### src/rtl/adc_sar_port_pkg.sv
`timescale 1ns/1ps
package adc_sar_port_pkg;
    localparam int RES_W     = 12;
    localparam int BUS_W     = 8;
    localparam int CH_W      = 3;
    localparam int ACQ_TICKS = 4;

    typedef enum logic [1:0] {
        ST_IDLE = 2'd0,
        ST_ACQ  = 2'd1,
        ST_CONV = 2'd2,
        ST_DONE = 2'd3
    } seq_state_t;

    // Control byte; bit 5 position is behaviour (acquisition select)
    typedef struct packed {
        logic [1:0]      aux;
        logic            ext_acq;
        logic            bip;
        logic            pair;
        logic [CH_W-1:0] chan;
    } ctrl_t;

    function automatic logic [CH_W-1:0] pair_partner(input logic [CH_W-1:0] ch);
        return ch ^ {{(CH_W-1){1'b0}}, 1'b1};
    endfunction
endpackage

### src/rtl/adc_sar_port_strobe.sv
`timescale 1ns/1ps
module adc_sar_port_strobe (
    input  logic clk,
    input  logic rst,
    input  logic cs_n,
    input  logic wr_n,
    input  logic rd_n,
    output logic wr_evt,
    output logic rd_evt
);
    logic wr_q;
    logic rd_q;

    always_ff @(posedge clk) begin
        if (rst) begin
            wr_q <= 1'b1;
            rd_q <= 1'b1;
        end else begin
            wr_q <= wr_n;
            rd_q <= rd_n;
        end
    end

    assign wr_evt = wr_n & ~wr_q & ~cs_n;
    assign rd_evt = ~rd_n & rd_q & ~cs_n;
endmodule

### src/rtl/adc_sar_port_seq.sv
`timescale 1ns/1ps
module adc_sar_port_seq
    import adc_sar_port_pkg::*;
#(
    parameter int TICKS = ACQ_TICKS
) (
    input  logic        clk,
    input  logic        rst,
    input  logic        wr_evt,
    input  logic        rd_evt,
    input  logic        tick,
    input  logic        sar_done,
    input  logic [7:0]  din,
    output ctrl_t       cfg,
    output logic        start,
    output logic        abort,
    output logic        track,
    output logic        int_n
);
    localparam int CNT_W = $clog2(TICKS + 1);
    localparam logic [CNT_W-1:0] LAST = CNT_W'(TICKS - 1);

    seq_state_t       state;
    logic [CNT_W-1:0] cnt;
    logic             ext_end;
    logic             ctrl_wr;
    logic             int_end;

    assign ext_end = wr_evt && (state == ST_ACQ) && cfg.ext_acq;
    assign ctrl_wr = wr_evt && !ext_end;
    assign int_end = (state == ST_ACQ) && !cfg.ext_acq && tick && (cnt == LAST);
    assign start   = !ctrl_wr && (ext_end || int_end);
    assign abort   = ctrl_wr && (state == ST_CONV);
    assign track   = (state == ST_ACQ);

    always_ff @(posedge clk) begin
        if (rst) begin
            state <= ST_IDLE;
            cfg   <= '0;
            cnt   <= '0;
            int_n <= 1'b1;
        end else if (ctrl_wr) begin
            state <= ST_ACQ;
            cfg   <= ctrl_t'(din);
            cnt   <= '0;
            int_n <= 1'b1;
        end else begin
            if (rd_evt)
                int_n <= 1'b1;
            case (state)
                ST_ACQ: begin
                    if (start)
                        state <= ST_CONV;
                    else if (tick && !cfg.ext_acq)
                        cnt <= cnt + 1'b1;
                end
                ST_CONV: begin
                    if (sar_done) begin
                        state <= ST_DONE;
                        int_n <= 1'b0;
                    end
                end
                default: ;
            endcase
        end
    end
endmodule

### src/rtl/adc_sar_port_sar.sv
`timescale 1ns/1ps
module adc_sar_port_sar
    import adc_sar_port_pkg::*;
#(
    parameter int W = RES_W
) (
    input  logic         clk,
    input  logic         rst,
    input  logic         start,
    input  logic         abort,
    input  logic         tick,
    input  logic         cmp_in,
    output logic         done,
    output logic [W-1:0] trial,
    output logic [W-1:0] result
);
    logic [W-1:0] acc;
    logic [W-1:0] mask;
    logic         busy;
    logic [W-1:0] next_acc;

    assign next_acc = acc | (cmp_in ? mask : '0);
    assign trial    = acc | mask;
    assign done     = busy && tick && mask[0] && !abort;

    always_ff @(posedge clk) begin
        if (rst) begin
            acc    <= '0;
            mask   <= '0;
            busy   <= 1'b0;
            result <= '0;
        end else if (abort) begin
            busy <= 1'b0;
            mask <= '0;
        end else if (start) begin
            busy <= 1'b1;
            acc  <= '0;
            mask <= {1'b1, {(W-1){1'b0}}};
        end else if (busy && tick) begin
            acc  <= next_acc;
            mask <= mask >> 1;
            if (mask[0]) begin
                busy   <= 1'b0;
                result <= next_acc;
            end
        end
    end
endmodule

### src/rtl/adc_sar_port_bus.sv
`timescale 1ns/1ps
module adc_sar_port_bus
    import adc_sar_port_pkg::*;
#(
    parameter int W  = RES_W,
    parameter int BW = BUS_W
) (
    input  logic          clk,
    input  logic          rst,
    input  logic          cs_n,
    input  logic          rd_n,
    input  logic          hben,
    input  logic [W-1:0]  result,
    output logic [BW-1:0] dout,
    output logic          oe
);
    localparam int HI_W = W - BW;

    logic [BW-1:0] hi_word;
    assign hi_word = {{(BW-HI_W){1'b0}}, result[W-1:BW]};

    always_ff @(posedge clk) begin
        if (rst) begin
            dout <= '0;
            oe   <= 1'b0;
        end else begin
            oe   <= ~cs_n & ~rd_n;
            dout <= hben ? hi_word : result[BW-1:0];
        end
    end
endmodule

### src/rtl/adc_sar_port.sv
`timescale 1ns/1ps
module adc_sar_port
    import adc_sar_port_pkg::*;
(
    input  logic              clk,
    input  logic              rst,
    input  logic              cs_n,
    input  logic              wr_n,
    input  logic              rd_n,
    input  logic              hben,
    input  logic              cnv_tick,
    input  logic              cmp_in,
    input  logic [BUS_W-1:0]  din,
    output logic [BUS_W-1:0]  dout,
    output logic              dout_oe,
    output logic              int_n,
    output logic              track,
    output logic [CH_W-1:0]   mux_pos,
    output logic [CH_W-1:0]   mux_neg,
    output logic              neg_is_com,
    output logic              bipolar,
    output logic [1:0]        aux_mode,
    output logic [RES_W-1:0]  dac_code
);
    logic             wr_evt;
    logic             rd_evt;
    logic             start;
    logic             abort;
    logic             sar_done;
    logic [RES_W-1:0] result;
    ctrl_t            cfg;

    adc_sar_port_strobe u_strobe (
        .clk(clk), .rst(rst), .cs_n(cs_n), .wr_n(wr_n), .rd_n(rd_n),
        .wr_evt(wr_evt), .rd_evt(rd_evt)
    );

    adc_sar_port_seq #(.TICKS(ACQ_TICKS)) u_seq (
        .clk(clk), .rst(rst), .wr_evt(wr_evt), .rd_evt(rd_evt),
        .tick(cnv_tick), .sar_done(sar_done), .din(din), .cfg(cfg),
        .start(start), .abort(abort), .track(track), .int_n(int_n)
    );

    adc_sar_port_sar #(.W(RES_W)) u_sar (
        .clk(clk), .rst(rst), .start(start), .abort(abort), .tick(cnv_tick),
        .cmp_in(cmp_in), .done(sar_done), .trial(dac_code), .result(result)
    );

    adc_sar_port_bus #(.W(RES_W), .BW(BUS_W)) u_bus (
        .clk(clk), .rst(rst), .cs_n(cs_n), .rd_n(rd_n), .hben(hben),
        .result(result), .dout(dout), .oe(dout_oe)
    );

    assign mux_pos    = cfg.chan;
    assign neg_is_com = ~cfg.pair;
    assign mux_neg    = cfg.pair ? pair_partner(cfg.chan) : '0;
    assign bipolar    = cfg.bip;
    assign aux_mode   = cfg.aux;
endmodule

### config.mk
export PLATFORM = sky130hd
export DESIGN_NAME = adc_sar_port
export DESIGN_NICKNAME = d
export VERILOG_FILES = /design/src/rtl/adc_sar_port_pkg.sv /design/src/rtl/adc_sar_port_strobe.sv /design/src/rtl/adc_sar_port_seq.sv /design/src/rtl/adc_sar_port_sar.sv /design/src/rtl/adc_sar_port_bus.sv /design/src/rtl/adc_sar_port.sv
export SDC_FILE = /design/constraint.sdc
export NUM_CORES = 1
export LEC_CHECK = 0
export ABC_AREA = 1
export CAP_MARGIN = 20
export CORE_ASPECT_RATIO = 0.8
export CORE_MARGIN = 3
export CORE_UTILIZATION = 65
export CTS_BUF_LIST = sky130_fd_sc_hd__clkbuf_8
export CTS_CLUSTER_DIAMETER = 100
export DETAILED_ROUTE_END_ITERATION = 10
export DONT_BUFFER_PORTS = 1
export MAX_ROUTING_LAYER = met4
export PLACE_DENSITY_LB_ADDON = 0.05
export SYNTH_ARGS = -nofsm -noshare
export SYNTH_HDL_FRONTEND = slang
export SYNTH_SLANG_ARGS = --single-unit
### constraint.sdc
create_clock -name clk -period 2.1 [get_ports clk]
set_clock_uncertainty 0.2 [all_clocks]
set_input_delay 0.21 -clock clk [delete_from_list [all_inputs] [get_ports clk]]
set_output_delay 0.21 -clock clk [all_outputs]
set_load 0.01 [all_outputs]
# Yosys cells after proc, flatten, opt, wreduce, memory -nomap -nowiden
# Index checks and enable logic that the tools add are counted.
[word_totals]
inputBits = 16
word_cells = 89
register_bits = 62
[classes]
add_sub_neg = 1
muxes = 17
n_bitwise = 14
n_eq_ne = 7
reduce_logical = 31
[op_table]
columns = ["operator", "n"]
rows = [
  ["2-to-1 mux 12 bit", 5],
  ["OR 12 bit", 2],
  ["logical AND 1 bit", 12],
  ["AND reduction 3 bit", 3],
  ["2-to-1 mux 1 bit", 7],
  ["inverter 1 bit", 7],
  ["nonzero test 2 bit", 3],
  ["OR reduction 2 bit", 3],
  ["bitwise AND 1 bit", 5],
  ["logical NOT 1 bit", 4],
  ["2-to-1 mux 2 bit", 2],
  ["2-to-1 mux 4 bit", 1],
  ["one-hot mux 2 bit (2 select lines)", 1],
  ["AND reduction 2 bit", 2],
  ["AND reduction 4 bit", 1],
  ["adder 3 x 1 -> 3 bit (second input constant)", 1],
  ["equality test 3 x 2 -> 1 bit (second input constant)", 1],
  ["2-to-1 mux 3 bit", 1],
  ["inequality test 3 x 1 -> 1 bit (second input constant)", 1],
  ["inequality test 3 x 2 -> 1 bit (second input constant)", 1],
  ["nonzero test 3 bit", 1],
  ["OR reduction 3 bit", 1],
  ["equality test 2 x 1 -> 1 bit (second input constant)", 1],
  ["equality test 2 bit (second input constant)", 1],
  ["other kinds (3)", 3],
]

# Depth between registers and ports, before layout
[logic_depth]
ltp_word = 13
mapped_depth = 12

# Modules after synthesis
# A second synthesis with hierarchy kept.
[hier_totals]
cells_unflattened = 397
area_unflattened_um2 = 2740.1
[modules_own_cells]
columns = ["mod", "instances", "cells_per_inst", "area_each_um2"]
rows = [
  ["adc_sar_port_sar", 1, 245, 1647.8],
  ["adc_sar_port_seq", 1, 95, 678.2],
  ["adc_sar_port_bus", 1, 41, 314.1],
  ["adc_sar_port_strobe", 1, 10, 75.1],
  ["adc_sar_port", 1, 6, 25.0],
]

# Worst setup path before layout
# No wires, ideal clock.
[synth_path]
path_kind = "register -> register"
start = "register u_seq.state[1]"
end = "register u_sar.acc[10]"
setup_ps = 118
required_ps = 1782
path_stages_with_launch = 10
path_buffers = 1
path_slack_ps = 321
synth_period_minus_slack_ps = 1779
arrival_ps = 1461
path_cell_list = "dfxtp_1 inv_1 ha_1 nand2_2 nand3_4 inv_4 nand2_4 a21oi_2 buf_6 a21oi_2"
[synth_between]
elab_chain_len = 9
elab_cells_between_ends = 17
classes_between = "eq/ne (2); mux (1); bitwise (1); reduce/logical (13)"
[synth_lines]
columns = ["item", "line", "source"]
rows = [
  ["from (decl)", "adc_sar_port_seq.sv:23", "seq_state_t state;"],
  ["from (signal assigned)", "adc_sar_port_seq.sv:38", "state <= ST_IDLE;"],
  ["from (signal assigned)", "adc_sar_port_seq.sv:43", "state <= ST_ACQ;"],
  ["from (signal assigned)", "adc_sar_port_seq.sv:53", "state <= ST_CONV;"],
  ["equality test 2 x 1 -> 1 bit *", "-", ""],
  ["named net track", "adc_sar_port.sv:17", "output logic track,"],
  ["logical AND 1 bit (2 in a row)", "adc_sar_port_seq.sv:29", "assign ext_end = wr_evt && (state == ST_ACQ) && cfg.ext_acq;"],
  ["logical NOT 1 bit", "adc_sar_port_seq.sv:30", "assign ctrl_wr = wr_evt && !ext_end;"],
  ["logical AND 1 bit", "adc_sar_port_seq.sv:30", ""],
  ["logical NOT 1 bit", "adc_sar_port_seq.sv:32", "assign start = !ctrl_wr && (ext_end || int_end);"],
  ["logical AND 1 bit", "adc_sar_port_seq.sv:32", ""],
  ["nonzero test 2 bit (no source line)", "-", ""],
  ["AND reduction 2 bit (no source line)", "-", ""],
  ["to (signal assigned)", "adc_sar_port_sar.sv:40", "acc <= next_acc;"],
  ["to (decl)", "adc_sar_port_sar.sv:17", "logic [W-1:0] acc;"],
]
# Mark *: on every way through the listed nets, which the timed path passes. The rest lies on a longest branch.
# A chain may end at the register's enable or synchronous reset.

# Final worst setup path
[layout_path]
start = "register u_seq.cnt[0]"
end = "register u_sar.acc[11]"
[layout_between]
elab_chain_len = 6
elab_cells_between_ends = 7
classes_between = "eq/ne (1); mux (1); reduce/logical (5)"
[layout_lines]
columns = ["item", "line", "source"]
rows = [
  ["from (decl)", "adc_sar_port_seq.sv:24", "logic [CNT_W-1:0] cnt;"],
  ["from (signal assigned)", "adc_sar_port_seq.sv:55", "cnt <= cnt + 1'b1;"],
  ["equality test 3 x 2 -> 1 bit *", "adc_sar_port_seq.sv:31", "assign int_end = (state == ST_ACQ) && !cfg.ext_acq && tick && (cnt == LAST);"],
  ["logical AND 1 bit *", "adc_sar_port_seq.sv:31", ""],
  ["logical OR 1 bit *", "adc_sar_port_seq.sv:32", ""],
  ["logical AND 1 bit *", "adc_sar_port_seq.sv:32", ""],
  ["nonzero test 2 bit (no source line)", "-", ""],
  ["AND reduction 2 bit (no source line)", "-", ""],
]
# Mark *: on every way between the ends. The rest lies on a longest branch, timed or not.

==> results.py <==
metrics = {
    "status": {
        "status": "complete, no violations",
    },
    "die": {
        "die_w_um": 77.9,
        "die-area_um2": 4950,
        "num_rows": 20,
        "die_h_um": 63.5,
        "coreArea_um2": 3880,
        "initial_utilization_pct": 69.3,
        "ios": 49,
    },
    "finish": {
        "diodes": 0,
        "area_growth_pct": 14.5,
        "finalInstanceArea_um2": 3080,
        "final_nets": 384,
        "drive_above_1_share_pct": 18.4,
        "fillers": 281,
    },
    "setup_path": {
        "rr_startpoint": "u_seq.cnt[0]$_SDFFE_PP0P_",
        "r2r_setup_slack_ns": 0.18,
        "cp.arrival_ns": 2.00,
        "critical_path_class": "reg -> reg",
        "r2r_cells": 12,
        "r2r_end": "u_sar.acc[11]$_SDFFE_PP0P_",
        "crit_path_start_kind": "flop",
        "cp_max_fo": 7,
        "end_kind": "flop",
        "cp.required_ns": 2.18,
    },
    "logic_synthesis": {
        "avgSynthCellArea_um2": 7.77,
        "netlist_instances": 346,
        "yosys_warnings": 0,
        "synthDistinctLibCells": 25,
        "ys_seq_area_share_pct": 46.2,
        "synth-seq-cells": 62,
        "syn-num-nets": 366,
        "synth_area_um2": 2690,
    },
    "route": {
        "first_pass_iters": 4,
        "initialDrtViolationCount": 123,
        "drtAntennaViolNets": 0,
        "viasPerCell": 5.14,
        "routed_wl_mm": 5.57,
        "dr_total_vias": 2178,
        "drc": 0,
        "wl_per_cell_um": 13.1,
    },
    "pwr": {
        "vdd.ir_drop.worst_v": 0.000678,
        "p_leak_nw": 1.24,
        "powerDensity_nw_per_um2": 845,
    },
    "timing": {
        "rsz0062_at_grt": "no",
        "fmax_mhz": 521,
        "slew_headroom_pct": 48.3,
        "final_hold_viol_count": 0,
        "finalCriticalPeriod_ns": 1.92,
        "setup_viol": 0,
        "final.period_utilization_pct": 91.5,
        "slew_viol_final": 0,
        "tns_ns": 0,
        "tightest_slew_ns": 0.775,
    },
    "hold_path": {
        "min_to": "u_seq.int_n$_SDFF_PP1_",
        "hp-start": "cs_n",
        "min_path_cells": 4,
        "hp-class": "in -> reg",
    },
    "clock_network": {
        "clkLatencyLatePin_ns": 0.35,
        "clkTransAtPathRegs_ns": 0.07,
        "htreeDepth": 3,
        "cts_tree": "done",
        "numClockSinks": 62,
        "clockBufferDepth": 2,
        "numCtsBuffers": 9,
        "root_buffer": "clkbuf_8",
    },
    "place": {
        "placed_cell_area_um2": 2710,
        "gp_congestion": 0.905,
        "hpwl_mm": 3.85,
        "port_buffers": 0,
    },
    "grt": {
        "antenna_found_initial": 0,
        "overflow": 0,
        "grt_max_degree": 16,
        "grt_pass1_vias": 2026,
        "grt_usage_pct": 25.8,
        "grt_pass1_wl_mm": 9.58,
    },
    "run": {
        "maxCapViolCount": 0,
    },
}
critical path: stages (launching register included):
cell and delay [ns]:
dfxtp_1 0.31, ha_1 0.20, ha_1 0.18, nand2_1 0.05, inv_1 0.03, nand2_1 0.07
nand2_1 0.08, nand2_4 0.12, inv_2 0.07, nor2_4 0.14, buf_4 0.17, o21ai_0 0.10
a21oi_1 0.13
how the worst max path moves through the flow:
| stage | from | end | slack, ns | cells after the start |
|---|---|---|---|---|
| final | u_seq.cnt[0]$_SDFFE_PP0P_ | u_sar.acc[11]$_SDFFE_PP0P_ | 0.18 | 12 |
| after global routing | u_seq.cnt[0]$_SDFFE_PP0P_ | u_sar.mask[0]$_SDFFE_PP0P_ | 0.01 | 12 |
| after CTS | rst | u_seq.cnt[0]$_SDFFE_PP0P_ | 0.14 | 6 |
| after detailed placement | u_seq.cnt[0]$_SDFFE_PP0P_ | u_sar.mask[10]$_SDFFE_PP0P_ | 0.20 | 12 |
| after global placement | u_seq.cnt[0]$_SDFFE_PP0P_ | u_sar.mask[10]$_SDFFE_PP0P_ | 0.25 | 12 |
| after floorplan | u_seq.state[1]$_SDFFE_PP0P_ | u_sar.acc[10]$_SDFFE_PP0P_ | 0.32 | 9 |
metrics by stage:
stage	power, mW	worst slack, ns	utilization (%)	hold WS, ns	instances
2_1_floorplan	1.44	0.321	-	0.0791	346
3_3_place_gp	1.47	0.254	69.9	0.0747	393
3_5_place_dp	1.48	0.202	69.9	0.0755	393
4_1_cts	2.62	0.140	79.0	0.0437	423
5_1_grt	2.70	0.0131	79.4	0.0753	424
6_report	2.60	0.179	79.4	0.0643	424
power breakdown:
part / switching, mW / internal [mW] / leakage [nW]
combinational: 0.163 / 0.0919 / 0.622
clock: 0.455 / 0.660 / 0.110
sequential: 0.0199 / 1.21 / 0.503
logic make-up after synthesis:
group / count (synthesis) / share of synthesized area (%)
fa+ha+maj: 4 / 1.86
flops: 62 / 46.2
buf+inv: 69 / 11.6
compound gates: 86 / 20.2
simple gates: 125 / 20.2
final cells by class:
cell class | count | area [um^2] | area share, %
flip-flops and latches | 62 | 1240 | 40.3
repair buffers | 24 | 218 | 7.07
inverters | 52 | 200 | 6.50
well taps | 55 | 68.8 | 2.24
clock buffers | 9 | 124 | 4.02
multi-input cells | 215 | 1140 | 36.9
clock inverters | 7 | 90.1 | 2.93
repair_timing:
action,in CTS,in global routing
hold buffers,14,0
buffers inserted,0,1
setup endpoints to repair,0,14
hold endpoints to repair,39,0
resized for setup,0,2
cells in the mapped netlist:
library cell / instances / area share [%]
a21oi_2: 29 / 9.4
nor2_4: 2 / 0.84
inv_2: 3 / 0.42
inv_1: 47 / 6.6
nand3_4: 2 / 1.3
buf_4: 7 / 2.0
buf_6: 3 / 1.3
clkinv_1: 1 / 0.14
inv_4: 1 / 0.23
dfxtp_1: 62 / 46
buf_1: 1 / 0.14
nor2_2: 1 / 0.23
nand2_1: 83 / 12
a21oi_1: 17 / 3.2
a31o_2: 1 / 0.33
buf_2: 1 / 0.19
clkbuf_1: 5 / 0.70
nand2_2: 2 / 0.47
nand3_1: 3 / 0.56
ha_1: 4 / 1.9
o21ai_1: 10 / 1.9
nand4_1: 2 / 0.47
nand2_4: 2 / 0.84
o21ai_0: 29 / 5.4
nor2_1: 28 / 3.9
layout by cell type (no fill, tap or decap):
master and n:
a21oi_1 17, a21oi_2 29, a31o_2 1, buf_4 10, bufinv_16 2, clkbuf_8 9, clkinv_1 1, clkinv_2 2
clkinv_4 1, clkinvlp_4 1, dfxtp_1 62, dlygate4sd3_1 13, dlymetal6s4s_1 1, ha_1 4, inv_1 48, inv_2 2
inv_4 2, nand2_1 83, nand2_2 2, nand2_4 2, nand3_1 3, nand3_4 2, nand4_1 2, nor2_1 28
nor2_2 1, nor2_4 2, o21ai_0 29, o21ai_1 10
per-layer routing:
| layer | track usage [%] | wire length (um) |
|---|---|---|
| met4 | 10.5 | 97 |
| met5 | - | 0 |
| met3 | 9.29 | 391 |
| met1 | 32.1 | 2590 |
| met2 | 38.2 | 2480 |
registers in the layout (all words and copies together), names as in the netlist, 2 cells and up:
register and flops:
u_bus.dout 8, u_seq.state 2, u_sar.mask 12, u_sar.acc 12, u_seq.cfg 8, u_sar.result 12, u_seq.cnt 3
Note: power is estimated with default switching activity, not from simulation.
